`src/rtl/irq_mask_pkg.sv`:
```
package irq_mask_pkg;
  localparam int LEVELS = 3;

  // strobes from the control unit to the state datapath
  typedef struct packed {
    logic loadMask;
    logic loadSerial;
    logic clrHi;
    logic clrTrap;
    logic setGie;
    logic clrGie;
  } ctrlStrb_t;
endpackage

```
`src/rtl/irq_state_path.sv`:
```
module irq_state_path
  import irq_mask_pkg::*;
(
  input  logic              clk,
  input  logic              rstN,
  input  ctrlStrb_t         strb,
  input  logic [LEVELS-1:0] maskIn,
  input  logic              serialBit,
  input  logic              reqHi,
  input  logic              trapIn,
  output logic [LEVELS-1:0] maskQ,
  output logic              gieQ,
  output logic              hiLatchQ,
  output logic              trapLatchQ,
  output logic              serialQ
);
  logic hiPrev, trapPrev;
  logic hiRise, trapRise;

  assign hiRise   = reqHi & ~hiPrev;
  assign trapRise = trapIn & ~trapPrev;

  always_ff @(posedge clk) begin
    if (!rstN) begin
      hiPrev     <= 1'b0;
      trapPrev   <= 1'b0;
      hiLatchQ   <= 1'b0;
      trapLatchQ <= 1'b0;
      maskQ      <= '1;
      gieQ       <= 1'b0;
      serialQ    <= 1'b0;
    end else begin
      hiPrev   <= reqHi;
      trapPrev <= trapIn;
      if (hiRise)            hiLatchQ <= 1'b1;
      else if (strb.clrHi)   hiLatchQ <= 1'b0;
      if (trapRise)          trapLatchQ <= 1'b1;
      else if (strb.clrTrap) trapLatchQ <= 1'b0;
      if (strb.loadMask)     maskQ <= maskIn;
      if (strb.loadSerial)   serialQ <= serialBit;
      if (strb.clrGie)       gieQ <= 1'b0;
      else if (strb.setGie)  gieQ <= 1'b1;
    end
  end


  hi_edge_capture_chk: assert property (@(posedge clk) disable iff (!rstN)
    hiRise |=> hiLatchQ);

  trap_edge_capture_chk: assert property (@(posedge clk) disable iff (!rstN)
    trapRise |=> trapLatchQ);

  gie_clear_chk: assert property (@(posedge clk) disable iff (!rstN)
    strb.clrGie |=> !gieQ);
endmodule

```
`src/rtl/irq_ctrl_unit.sv`:
```
module irq_ctrl_unit
  import irq_mask_pkg::*;
#(
  parameter int          VEC_W    = 16,
  parameter logic [15:0] VEC_TRAP = 16'h0024,
  parameter logic [15:0] VEC_HI   = 16'h003C,
  parameter logic [15:0] VEC_MID  = 16'h0034,
  parameter logic [15:0] VEC_LO   = 16'h002C
) (
  input  logic              clk,
  input  logic              rstN,
  input  logic              maskWr,
  input  logic [7:0]        wrData,
  input  logic              enCmd,
  input  logic              disCmd,
  input  logic              reqMid,
  input  logic              reqLo,
  input  logic              serialIn,
  input  logic              ack,
  input  logic [LEVELS-1:0] maskQ,
  input  logic              gieQ,
  input  logic              hiLatchQ,
  input  logic              trapLatchQ,
  output ctrlStrb_t         strb,
  output logic              irqOut,
  output logic [VEC_W-1:0]  vecAddr,
  output logic [7:0]        statusByte
);
  localparam int BIT_SER_VAL = 7;
  localparam int BIT_SER_EN  = 6;
  localparam int BIT_HI_CLR  = 4;
  localparam int BIT_MSK_EN  = 3;
  localparam int SRCS        = LEVELS + 1;

  localparam logic [VEC_W-1:0] VEC_TAB [SRCS] = '{
    VEC_LO[VEC_W-1:0], VEC_MID[VEC_W-1:0], VEC_HI[VEC_W-1:0], VEC_TRAP[VEC_W-1:0]};

  logic [LEVELS-1:0] pend, avail;
  logic [SRCS-1:0]   req, grant;
  logic              take;
  wire               unusedSpare = wrData[5];

  assign pend  = {hiLatchQ, reqMid, reqLo};
  assign avail = pend & ~maskQ & {LEVELS{gieQ}};
  assign req   = {trapLatchQ, avail};

  // fixed priority, highest index wins
  always_comb begin
    logic found;
    found = 1'b0;
    grant = '0;
    for (int i = SRCS - 1; i >= 0; i--) begin
      if (req[i] && !found) begin
        grant[i] = 1'b1;
        found    = 1'b1;
      end
    end
  end

  always_comb begin
    vecAddr = '0;
    for (int i = 0; i < SRCS; i++)
      if (grant[i]) vecAddr = VEC_TAB[i];
  end

  assign irqOut = |grant;
  assign take   = ack & irqOut;

  assign strb.loadMask   = maskWr & wrData[BIT_MSK_EN];
  assign strb.loadSerial = maskWr & wrData[BIT_SER_EN];
  assign strb.clrHi      = (maskWr & wrData[BIT_HI_CLR]) | (take & grant[LEVELS-1]);
  assign strb.clrTrap    = take & grant[LEVELS];
  assign strb.setGie     = enCmd;
  assign strb.clrGie     = disCmd | take;

  assign statusByte = {serialIn, pend, gieQ, maskQ};


  grant_onehot_chk: assert property (@(posedge clk) disable iff (!rstN)
    $onehot0(grant));

  trap_wins_chk: assert property (@(posedge clk) disable iff (!rstN)
    trapLatchQ |-> (irqOut && vecAddr == VEC_TRAP[VEC_W-1:0]));

  quiet_when_disabled_chk: assert property (@(posedge clk) disable iff (!rstN)
    (!gieQ && !trapLatchQ) |-> !irqOut);

  mask_load_chk: assert property (@(posedge clk) disable iff (!rstN)
    (maskWr && wrData[BIT_MSK_EN]) |=> maskQ == $past(wrData[LEVELS-1:0]));

  mask_hold_chk: assert property (@(posedge clk) disable iff (!rstN)
    !(maskWr && wrData[BIT_MSK_EN]) |=> $stable(maskQ));

  accept_disables_chk: assert property (@(posedge clk) disable iff (!rstN)
    (ack && irqOut) |=> !gieQ);
endmodule

```
`src/rtl/irq_mask_ctrl.sv`:
```
module irq_mask_ctrl
  import irq_mask_pkg::*;
#(
  parameter int          VEC_W    = 16,
  parameter logic [15:0] VEC_TRAP = 16'h0024,
  parameter logic [15:0] VEC_HI   = 16'h003C,
  parameter logic [15:0] VEC_MID  = 16'h0034,
  parameter logic [15:0] VEC_LO   = 16'h002C
) (
  input  logic             clk,
  input  logic             rstN,
  input  logic             maskWr,
  input  logic [7:0]       wrData,
  input  logic             enCmd,
  input  logic             disCmd,
  input  logic             reqHi,
  input  logic             reqMid,
  input  logic             reqLo,
  input  logic             trapReq,
  input  logic             serialIn,
  input  logic             ack,
  output logic             serialOut,
  output logic [7:0]       statusByte,
  output logic             irqOut,
  output logic [VEC_W-1:0] vecAddr
);
  ctrlStrb_t         strb;
  logic [LEVELS-1:0] maskQ;
  logic              gieQ, hiLatchQ, trapLatchQ;

  irq_ctrl_unit #(
    .VEC_W(VEC_W), .VEC_TRAP(VEC_TRAP), .VEC_HI(VEC_HI),
    .VEC_MID(VEC_MID), .VEC_LO(VEC_LO)
  ) ctrl (
    .clk(clk), .rstN(rstN), .maskWr(maskWr), .wrData(wrData),
    .enCmd(enCmd), .disCmd(disCmd), .reqMid(reqMid), .reqLo(reqLo),
    .serialIn(serialIn), .ack(ack), .maskQ(maskQ), .gieQ(gieQ),
    .hiLatchQ(hiLatchQ), .trapLatchQ(trapLatchQ), .strb(strb),
    .irqOut(irqOut), .vecAddr(vecAddr), .statusByte(statusByte)
  );

  irq_state_path path (
    .clk(clk), .rstN(rstN), .strb(strb), .maskIn(wrData[LEVELS-1:0]),
    .serialBit(wrData[7]), .reqHi(reqHi), .trapIn(trapReq),
    .maskQ(maskQ), .gieQ(gieQ), .hiLatchQ(hiLatchQ),
    .trapLatchQ(trapLatchQ), .serialQ(serialOut)
  );
endmodule

```
`config.mk`:
```
export PLATFORM = sky130hd
export DESIGN_NAME = irq_mask_ctrl
export DESIGN_NICKNAME = d
export VERILOG_FILES = /design/src/rtl/irq_mask_pkg.sv /design/src/rtl/irq_state_path.sv /design/src/rtl/irq_ctrl_unit.sv /design/src/rtl/irq_mask_ctrl.sv
export SDC_FILE = /design/constraint.sdc
export NUM_CORES = 1
export LEC_CHECK = 0
export ABC_AREA = 1
export BUFFER_PORTS_ARGS = -buffer_cell sky130_fd_sc_hd__buf_2
export CORE_UTILIZATION = 25
export DETAILED_ROUTE_END_ITERATION = 8
export GPL_TIMING_DRIVEN = 0
export HOLD_SLACK_MARGIN = 0.06
export PLACE_DENSITY = 0.66
export RECOVER_POWER = 50
export SLEW_MARGIN = 20
export SYNTH_ARGS = -nofsm -noshare
export SYNTH_HDL_FRONTEND = slang
export SYNTH_SLANG_ARGS = --single-unit
export TNS_END_PERCENT = 100
```
`constraint.sdc`:
```
create_clock -name clk -period 2.15 [get_ports clk]
set_input_delay 0.645 -clock clk [delete_from_list [all_inputs] [get_ports clk]]
set_output_delay 0.645 -clock clk [all_outputs]
set_load 0.1 [all_outputs]
```
### After elaboration in Yosys (flattened, before gate mapping)

Index checks and enable logic that the tools add are counted.

* register bits: 9
* output and inout port bits: 26
* word-level logic and storage cells: 47

* muxes and demuxes: 14
* bitwise operators: 16
* reduce and logical (&&, ||, !) cells: 10

Operators by type and width (number)
* $mux 6: 4
* $mux 1: 10
* $and 1x1->1: 8
* $and 3x3->3: 2
* $reduce_bool 2->1: 2
* $reduce_or 4->1: 1
* $logic_and 1x1->1: 3
* $logic_not 1->1: 3
* $not 1->1: 3
* $not 3->3: 1
* $or 1x1->1: 2
* $reduce_or 2->1: 1

### Depth between registers and ports, before layout

Gate-level depths: netlist (run 1).

* depth after elaboration: 17
* depth in mapped cells: 5
* gate-level depth less buffers: 5

### Modules after synthesis

A second synthesis (run 1) with hierarchy kept.

* cells, all modules: 89
* area, all modules: 640.6 µm²

Modules (own cells, without submodules)
* irq_state_path: times used 1, cells each 41, area each 349.1 µm², seq. area each 180.2 µm²
* irq_ctrl_unit: times used 1, cells each 48, area each 291.5 µm², seq. area each 0.0 µm²

### Worst setup path after synthesis (run 1)

No wires, ideal clock.

* path type: register -> output
* start: register path.maskQ[2]
* end: output vecAddr[3]
* data arrival time: 2.352 ns
* data required time: 1.505 ns
* slack: -0.847 ns
* stages on the path, launching flop included: 4
* path through: dfxtp_1 > nor2_4 > inv_2 > o21ai_1

* longest elaborated chain between the ends: 15
* elaborated cells between the ends (all ways): 17
* those cells by class: 9 x mux; 3 x bitwise; 5 x reduce/logical

Ends and longest elaborated chain
* start: declaration: RTL line irq_state_path.sv:11 `output logic [LEVELS-1:0] maskQ,`
* start signal: assignment: RTL line irq_state_path.sv:39 `if (strb.loadMask) maskQ <= maskIn;`
* $not 3->3 (*): RTL line irq_ctrl_unit.sv:44 `assign avail = pend & ~maskQ & {LEVELS{gieQ}};`
* $and 3x3->3 (*) (2 in a row): RTL line irq_ctrl_unit.sv:44
* $logic_and 1x1->1 (*): RTL line irq_ctrl_unit.sv:53 `if (req[i] && !found) begin`
* $mux 1: RTL line irq_ctrl_unit.sv:53
* $logic_not 1->1: RTL line irq_ctrl_unit.sv:53
* $logic_and 1x1->1: RTL line irq_ctrl_unit.sv:53
* $mux 1: RTL line irq_ctrl_unit.sv:53
* $logic_not 1->1: RTL line irq_ctrl_unit.sv:53
* $logic_and 1x1->1: RTL line irq_ctrl_unit.sv:53
* $mux 1: RTL line irq_ctrl_unit.sv:53
* $mux 6 (2 in a row): RTL line irq_ctrl_unit.sv:63 `if (grant[i]) vecAddr = VEC_TAB[i];`
* $mux 6 (*) (2 in a row): RTL line irq_ctrl_unit.sv:63
* end: declaration: RTL line irq_mask_ctrl.sv:25 `output logic [VEC_W-1:0] vecAddr`

Every way passes the cells marked *; elsewhere a longest branch is shown, timed or not.

### Worst setup path in the final report (run 1)

* start: input reqLo
* end: output vecAddr[5]

* longest elaborated chain between the ends: 8

Ends and longest elaborated chain
* start: declaration: RTL line irq_mask_ctrl.sv:18 `input logic reqLo,`
* $and 3x3->3 (2 in a row): RTL line irq_ctrl_unit.sv:44
* $logic_and 1x1->1: RTL line irq_ctrl_unit.sv:53
* $mux 1: RTL line irq_ctrl_unit.sv:53
* $mux 6 (4 in a row): RTL line irq_ctrl_unit.sv:63

No other way between the ends.

==> metrics.md, run 1 <==
| Metric | Value |
|---|---|
| Layout cells sized above 1 | a little over half |
| Gate Count Post-Synth | 73 |
| Post-synth cell types | 18 |
| Drt pass-1 iters | 4 |
| Hold Path Class | flop to flop |
| CTS H-Tree Depth | 1 |
| Post-synth top area share | approximately 32% |
| Max VDD drop | around 280 uV |
| Status | finished, final reports clean |
| CTS Hold Bufs | 0 |
| Vias/cell | between 3 and 4 |
| Vias in the first global route | between 500 and 600 |
| Met3 usage | 3.74% |
| Worst Skew | about 0.0026 ns |
| Fmax | about 480 MHz |
| CTS root buf | clkbuf_4 |
| CTS Buffer Depth | 2 |
| Worst Max-Slew Pin Slew | around 0.55 ns |
| Fin. Hold Viols | 0 |
| Post-layout min period | 2.08 ns |
| Critical Path Fanout Max | 3 |
| CP dominant cell by count | buf_6 |
| Largest cells by area after synthesis | dfxtp_1, buf_4, nand2_1, nand3_1, nor2_4 |
| CP Capture Type | output pin |
| Synthesized area per cell | roughly 7.7 um2 |
| First-pass GRT wire length | roughly 2.0 mm |
| Leakage | between 0.4 and 0.5 nW |
| CTS clk-pin slew, worst paths | around 0.060 ns |
| Delay-heaviest family, CP | buffers and inverters |
| DRC violations left | 0 |
| Final #Nets | between 100 and 150 |
| Via count | ~560 |
| Clock sink count | 9 |
| Critical path launch point type | input port |
| Slowest CP cell | buf_6 |
| Pwr Total | roughly 0.62 mW |
| Filler Cells Inserted | between 200 and 250 |
| Post-DR wirelength/cell | 8.32 um |
| CP peak stage delay | about 0.21 ns |
| Initial core utilization | between 20% and 30% |
| Die height | between 40 and 50 um |
| Post-Syn Area | 562 um2 |
| Crit path required time | roughly 1.5 ns |
| Critical path type | input port to output pin |
| Largest net degree at the start of global routing | 8 |
| M2 GR Usage | between 20% and 30% |
| GRT busiest layer | met2 |
| Commonest cells after routing, fill and taps aside | buf_4, buf_2, nand2_1, conb_1 |
| Post-CTS Setup Inserts | 0 |
| Worst EP arrival | 1.44 ns |
| Gr usage total | a little over a tenth |
| GRT overflow | 0 |
| Cell taking the most area after synthesis | dfxtp_1 |
| Drt initial violations | 3 |
| Count of final setup violators | 0 |
| Port bufs | 30 |
| Post-DP HPWL | around 1000 um |
| Ports | 45 |
| Layout area overhead | 52.8% |
| Period utilization | 96.8% |
| Core Footprint | a little over 2000 um2 |
| Max Cap Viol | 0 |
| Placer Congestion | between 0.6 and 0.7 |
| Row count | 16 |
| RSZ-0062 raised after global routing | no |
| Post-DRT Antenna Nets | 0 |
| CTS tree | yes |
| #FFs+latches synth | 9 |
| Power Density | between 700 and 800 nW/um2 |
| Post-synthesis sequential area ratio | between 30% and 40% |
| Fin. max-slew vios | 0 |
| Die ar. | between 2000 and 2500 um2 |
| Slew headroom | 63.6% |
| Num CTS Buffers | 3 |
| Clock latency on the worst-skew pair | approximately 0.26 ns |
| Worst hold slack | approximately 0.45 ns |
| Routed WL | 1.21 mm |
| Initial antenna violation count | 0 |
| CP Cell Sequence | buf_2, nand2_1, nor2_1, inv_1, nand3_4, buf_6, buf_6 |
| M1 GR Usage | 9.68% |
| Synthesis Warnings | 0 |
| # diodes | 0 |
| Die Wd | ~49 um |
| Worst path bufs/invs | 4 |
## synthesized netlist by cell type
library cell	n
nor2_4	2
o21ai_1	2
nor2_1	2
nor2_2	1
o32ai_2	1
a21oi_2	2
nand3_1	8
inv_2	3
nand3_2	1
o22ai_2	1
nand2_2	2
clkinv_1	1
conb_1	1
inv_1	5
a21oi_1	1
buf_4	18
nand2_1	13
dfxtp_1	9
## cell type report
type	count	area, um2	area share, %
Inverter	9	33.8	3.94
Timing Repair Buffer	30	164	19.1
Clock buffer	4	26.3	3.06
Buffer	18	139	16.2
Tap cell	27	33.8	3.94
Sequential cell	9	191	22.3
Multi-Input combinational cell	48	270	31.5
## where the power goes
part	switching [mW]	leakage [nW]	internal (mW)
Clock	0.0615	0.0150	0.0717
Combinational	0.242	0.379	0.0611
Sequential	0.0107	0.0747	0.177
Total	0.314	0.469	0.309
## flip-flops by register name (all words and copies together) (netlist names)
name and count:
path.gieQ 1, path.hiLatchQ 1, path.hiPrev 1, path.maskQ 3, path.serialQ 1, path.trapLatchQ 1
path.trapPrev 1
## per-stage QoR
| step | util [%] | setup TNS (ns) | setup WS (ns) | cell area, um2 | cells |
|---|---|---|---|---|---|
| final | 42.0 | 0 | 0.0686 | 858 | 145 |
| after global routing | 42.0 | 0 | 0.0160 | 858 | 145 |
| after CTS | 42.3 | 0 | 0.00430 | 865 | 145 |
| after detailed placement | 40.4 | -0.230 | -0.127 | 826 | 141 |
| after global placement | 40.4 | -0.145 | -0.105 | 826 | 141 |
| after floorplan | - | -0.00245 | -0.00245 | 642 | 84 |
## layer usage
layer	share of wire (%)	wire length, um	up-vias
met3	11	134	4
met2	48	575	32
met4	2.2	27	0
met5	0	0	-
li1	-	-	290
met1	39	469	238
## worst reg2reg max path, stage by stage (launching register included)
cell and delay (ns):
dfxtp_1 0.41, nand2_1 0.07, nor2_1 0.14, inv_1 0.11
nand3_4 0.10, a21oi_2 0.05
## cells by family (layout without fill, tap and decap cells)
group | Yosys count | count (layout) | share of synthesized area [%]
flip-flops | 9 | 9 | 32.1
AO/OA/AOI/OAI | 7 | 7 | 10.9
other | 1 | 12 | 0.668
buffers and inverters | 27 | 61 | 30.1
AND/OR/NAND/NOR | 29 | 29 | 26.3
## path summary, 6_finish.rpt
path	start	endpoint	slack, ns	cells after the start
setup / recovery	reqLo	vecAddr[5]	0.07	7
hold reg to reg	path.trapPrev	path.trapLatchQ	0.45	1
setup reg to reg	path.gieQ	path.gieQ	1.16	5
hold / removal	path.trapPrev	path.trapLatchQ	0.45	1
## what timing repair did
action | CTS | global route
resized for setup | 5 | 1
endpoints found under the setup margin | 5 | 1
endpoints found under the hold margin | 0 | 0
No activity file was read; power rests on OpenSTA's default activity.
==> inputs of run 2 (changes only) <==
CORE_UTILIZATION = 35   (was 25)
PLACE_DENSITY = 0.84   (was 0.66)
==> metrics.md, run 2 (synthesized netlist as in run 1, its figures left out) <==
| Metric | Value |
|---|---|
| Placer Congestion | a little under 0.8 |
| Drt pass-1 iters | 5 |
| # diodes | 0 |
| CTS tree | yes |
| DRC violations left | 1 |
| Fmax | around 480 MHz |
| First-pass GRT wire length | 1.71 mm |
| Worst Max-Slew Pin Slew | 0.541 ns |
| Num CTS Buffers | 3 |
| Die ar. | about 1800 um2 |
| Final #Nets | 138 |
| CTS root buf | clkbuf_4 |
| DP Cell Count | 130 |
| Hold Path Class | flop to flop |
| Max Cap Viol | 0 |
| Layout cells sized above 1 | 54.2% |
| Fin. Hold Viols | 0 |
| Critical Path Fanout Max | 3 |
| Final core occ | 56.1% |
| Initial antenna violation count | 0 |
| Worst EP arrival | roughly 1.5 ns |
| Ports | 45 |
| Multi-input gate area | 270 um2 |
| CP Capture Type | output pin |
| Slew headroom | between 60% and 70% |
| GRT overflow | 0 |
| RSZ-0062 raised after global routing | no |
| Port bufs | 30 |
| Worst Skew | approximately 0.0041 ns |
| Critical path launch point type | input port |
| CTS H-Tree Depth | 1 |
| Row count | 14 |
| Count of final setup violators | 0 |
| Leakage | 0.469 nW |
| Filler Cells Inserted | between 150 and 200 |
| Post-DP HPWL | 935 um |
| Die Wd | around 42 um |
| Vias/cell | ~4 |
| Clock sink count | 9 |
| Post-CTS Setup Inserts | 0 |
| Die height | between 40 and 50 um |
| Max VDD drop | 381 uV |
| Fin. max-slew vios | 0 |
| Power Density | about 730 nW/um2 |
| Post-layout min period | approximately 2.1 ns |
| Commonest cells after routing, fill and taps aside | buf_4, buf_2, nand2_1, conb_1 |
| Via count | between 500 and 600 |
| Worst r2r src | path.gieQ |
| FF/Latch Area | between 150 and 200 um2 |
| Routed WL | 1.08 mm |
| Crit path from | reqLo |
| Post-DR wirelength/cell | between 8 and 9 um |
| Layout Cells excl Fill | between 100 and 150 |
| Post-DRT Antenna Nets | 0 |
| Largest net degree at the start of global routing | 8 |
| Period utilization | between 90% and 100% |
| Violated checks | DRC |
| Gr usage total | between 10% and 20% |
| Top reg by flops | path.maskQ |
| CTS Buffer Depth | 2 |
| Clock latency on the worst-skew pair | ~0.25 ns |
| Core Footprint | ~1500 um2 |
| Initial core utilization | between 30% and 40% |
| Crit path required time | ~1.5 ns |
| Worst hold slack | around 0.44 ns |
| Drt initial violations | 9 |
| Worst hold path startpoint | path.trapPrev |
| Layout area overhead | 50.3% |
| CTS clk-pin slew, worst paths | around 0.06 ns |
| Vias in the first global route | 460 |
| Max FFs per register | 3 |
| Status | finished with violations |
| Critical path type | input port to output pin |
==> run 2: area by class of cell <==
type                    count  area share, %
clock buffers               4           3.11
well taps                  16           2.37
repair buffers             30           19.4
plain buffers              18           16.4
multi-input cells          48           32.0
flip-flops and latches      9           22.7
inverters                   9           4.00
==> run 2: worst paths after layout <==
kind / end / slack [ns] / cells past startpoint
max: vecAddr[5] / 0.06 / 7
min: path.trapLatchQ / 0.44 / 1
max reg2reg: path.gieQ / 1.15 / 5
min reg2reg: path.trapLatchQ / 0.44 / 1
==> run 2: timing repair <==
action | 4_1_cts | 5_1_grt
hold endpoints to repair | 0 | 0
hold buffers | 0 | 0
endpoints found under the setup margin | 5 | 0
gates resized for setup | 6 | 0
==> run 2: metrics by stage <==
stage / cell area [um2] / setup slack [ns] / setup TNS [ns] / power, mW
final: 845 / 0.0559 / 0 / 0.614
after global routing: 845 / 0.0126 / 0 / 0.642
after CTS: 855 / 0.0410 / 0 / 0.624
after detailed placement: 812 / -0.147 / -0.292 / 0.491
after global placement: 812 / -0.104 / -0.149 / 0.488
after floorplan: 642 / -0.00245 / -0.00245 / 0.454
==> run 2: routing by layer <==
| metal | share of wire [%] | routed length (um) | GRT usage (%) | up-vias |
|---|---|---|---|---|
| li1 | - | - | - | 291 |
| met1 | 44 | 476 | 12.8 | 214 |
| met2 | 47 | 511 | 23.4 | 31 |
| met3 | 8.6 | 93 | 3.02 | 0 |
| met4 | 0 | 0 | 7.50 | 0 |
| met5 | 0 | 0 | 0 | - |
==> run 2: power breakdown <==
part / switching (mW) / total [mW] / internal [mW]
clock network: 0.0530 / 0.124 / 0.0711
logic: 0.241 / 0.302 / 0.0611
registers: 0.0108 / 0.188 / 0.177
==> run 2: worst max-delay path, stage by stage <==
cell	delay, ns
buf_2	0.09
nand2_1	0.05
nor2_1	0.14
inv_1	0.11
nand3_4	0.11
buf_6	0.10
buf_6	0.21
==> inputs of run 3 (changes only) <==
ABC_AREA = 0   (was 1)
PLACE_DENSITY = 0.85   (was 0.84)
==> metrics.md, run 3 <==
| Metric | Value |
|---|---|
| Status | finished, final reports clean |
| CP Cell Sequence | buf_2, nand2b_4, nand3_2, a21o_4, buf_6, buf_12 |
| Gr usage total | about 14% |
| Row count | 13 |
| Area post-placement | around 800 um2 |
| Count leader, synth | buf_4 |
| R2R Setup Slk | 0.98 ns |
| Finished Cell Area | 870 um2 |
| Worst path bufs/invs | 3 |
| Max FFs per register | 3 |
| Hold Path Class | flop to flop |
| Routed WL | between 1 and 1.5 mm |
| Top FF cell, synth | dfxtp_1 |
| Post-synth cell types | 18 |
| Die height | 41.3 um |
| Post-Syn Area | roughly 540 um2 |
| Die Wd | between 40 and 50 um |
| Drt pass-1 iters | 4 |
| Filler Cells Inserted | approximately 120 |
| Pre-CTS setup slack | -0.190 ns |
| Initial core utilization | around 40% |
| #FFs+latches synth | 9 |
| Drt initial violations | 7 |
| Fmax | roughly 480 MHz |
| Core Footprint | 1370 um2 |
| Slowest CP cell | a21o_4 |
| Delay-heaviest family, CP | buffers and inverters |
| Period utilization | 97.6% |
| CTS root buf | clkbuf_4 |
| Worst hold slack | between 0.4 and 0.5 ns |
| CTS H-Tree Depth | 1 |
| Vias in the first global route | about 420 |
| Largest net degree at the start of global routing | 10 |
| Via count | between 500 and 600 |
| DRC violations left | 0 |
| Crit path required time | roughly 1.5 ns |
| Vias/cell | around 4.4 |
| First-pass GRT wire length | 1.50 mm |
| Post-synthesis sequential area ratio | around 33% |
| Cell taking the most area after synthesis | dfxtp_1 |
| Post-layout min period | about 2.1 ns |
| Max VDD drop | ~310 uV |
| Clock latency on the worst-skew pair | 0.25 ns |
| Slew headroom | 64.2% |
| Critical path type | input port to output pin |
| # diodes | 0 |
| Fin. max-slew vios | 0 |
| Top reg by flops | path.maskQ |
| Final #Nets | approximately 130 |
| Commonest cells after routing, fill and taps aside | buf_2, buf_4, conb_1, nand2_1, nand3_1 |
| Async set-or-reset flop fraction in the synthesized netlist | 0% |
| Post-synth top area share | 33.3% |
| Largest cells by area after synthesis | dfxtp_1, buf_4, nand3_1, nand2b_1, nand2_1 |
| Post-DR wirelength/cell | about 8.6 um |
| Clock sink count | 9 |
| Placer Congestion | around 0.61 |
| Top cells by count, synth | buf_4, dfxtp_1, nand2_1, nand3_1, nand2b_1 |
| Worst Max-Slew Pin Slew | around 0.54 ns |
| Synthesis Warnings | 0 |
| GRT overflow | 0 |
| Worst Skew | 0.00280 ns |
| Leakage | between 0.4 and 0.5 nW |
| Worst EP arrival | approximately 1.5 ns |
| Setup TNS | 0 ns |
| CP peak stage delay | approximately 0.23 ns |
| RSZ-0062 raised after global routing | no |
| Post-CTS Setup Inserts | 0 |
| Layout cells sized above 1 | 54.0% |
| Layout area overhead | 60.5% |
| Port bufs | 30 |
| Gate Count Post-Synth | 68 |
| CTS tree | yes |
| Initial antenna violation count | 0 |
| Critical path launch point type | input port |
| Synthesized area per cell | between 7 and 8 um2 |
| CTS Buffer Depth | 2 |
| CP Capture Type | output pin |
| Power Density | ~700 nW/um2 |
| Post-DP HPWL | 935 um |
| Post-DRT Antenna Nets | 0 |
| Fin. Hold Viols | 0 |
| CTS clk-pin slew, worst paths | around 0.06 ns |
| Setup ws final | just over 0.05 ns |
| EDFF count, synth | 0 |
| Count of final setup violators | 0 |
| Most common cell after layout, fill and taps aside | buf_2 |
| Ports | 45 |
| Num CTS Buffers | 3 |
| Max Cap Viol | 0 |
| Critical Path Fanout Max | 4 |
| Die ar. | 1710 um2 |
-- run 3: what timing repair did --
| action | in CTS | in global routing |
|---|---|---|
| gates resized for setup | 6 | 6 |
| setup endpoints to repair | 4 | 5 |
| hold buffers | 0 | 0 |
-- run 3: tightest hold or removal path, delay by kind of cell (launching register included) --
kind            cells  cell delay (ns)
flops               1             0.31
simple gates        1             0.05
compound gates      1             0.07
-- run 3: final cells by class --
cell class                      instances  area, um2  area share, %
Buffer                                 18        139           16.0
Multi-Input combinational cell         49        305           35.1
Clock buffer                            4       26.3           3.02
Timing Repair Buffer                   30        178           20.4
Sequential cell                         9        191           22.0
Inverter                                3       11.3           1.29
Tap cell                               15       18.8           2.16
-- run 3: final timing paths --
path                 from            end  cells past startpoint
max reg2reg     path.gieQ  path.hiLatchQ                      3
min reg2reg  path.serialQ   path.serialQ                      2
min          path.serialQ   path.serialQ                      2
max                reqMid     vecAddr[5]                      6
-- run 3: cells by family (layout without fill, tap and decap cells) --
family	Yosys count	after routing	share of synthesized area, %
AOI/OAI and AO/OA	10	10	12.9
and+or+nand+nor	27	27	26.1
other	1	12	0.692
buffers and inverters	21	55	27.0
DFF	9	9	33.3
-- run 3: power by group --
| group | internal [mW] | total (mW) | switching [mW] |
|---|---|---|---|
| clock | 0.0711 | 0.123 | 0.0524 |
| combinational | 0.0699 | 0.308 | 0.238 |
| sequential | 0.176 | 0.184 | 0.00753 |
| total | 0.317 | 0.615 | 0.298 |
-- run 3: metal layers --
layer | wire length, um | global-route usage, %
met3 | 100 | 5.32
met2 | 603 | 29.7
met4 | 8 | 9.68
met1 | 394 | 10.1
met5 | 0 | 0
-- run 3: metrics by stage --
stage	utilization [%]	power, mW	instances
floorplan	-	0.446	79
global placement	58.2	0.480	124
detailed placement	58.2	0.482	124
CTS	61.7	0.614	128
global route	63.6	0.646	128
finish	63.6	0.615	128
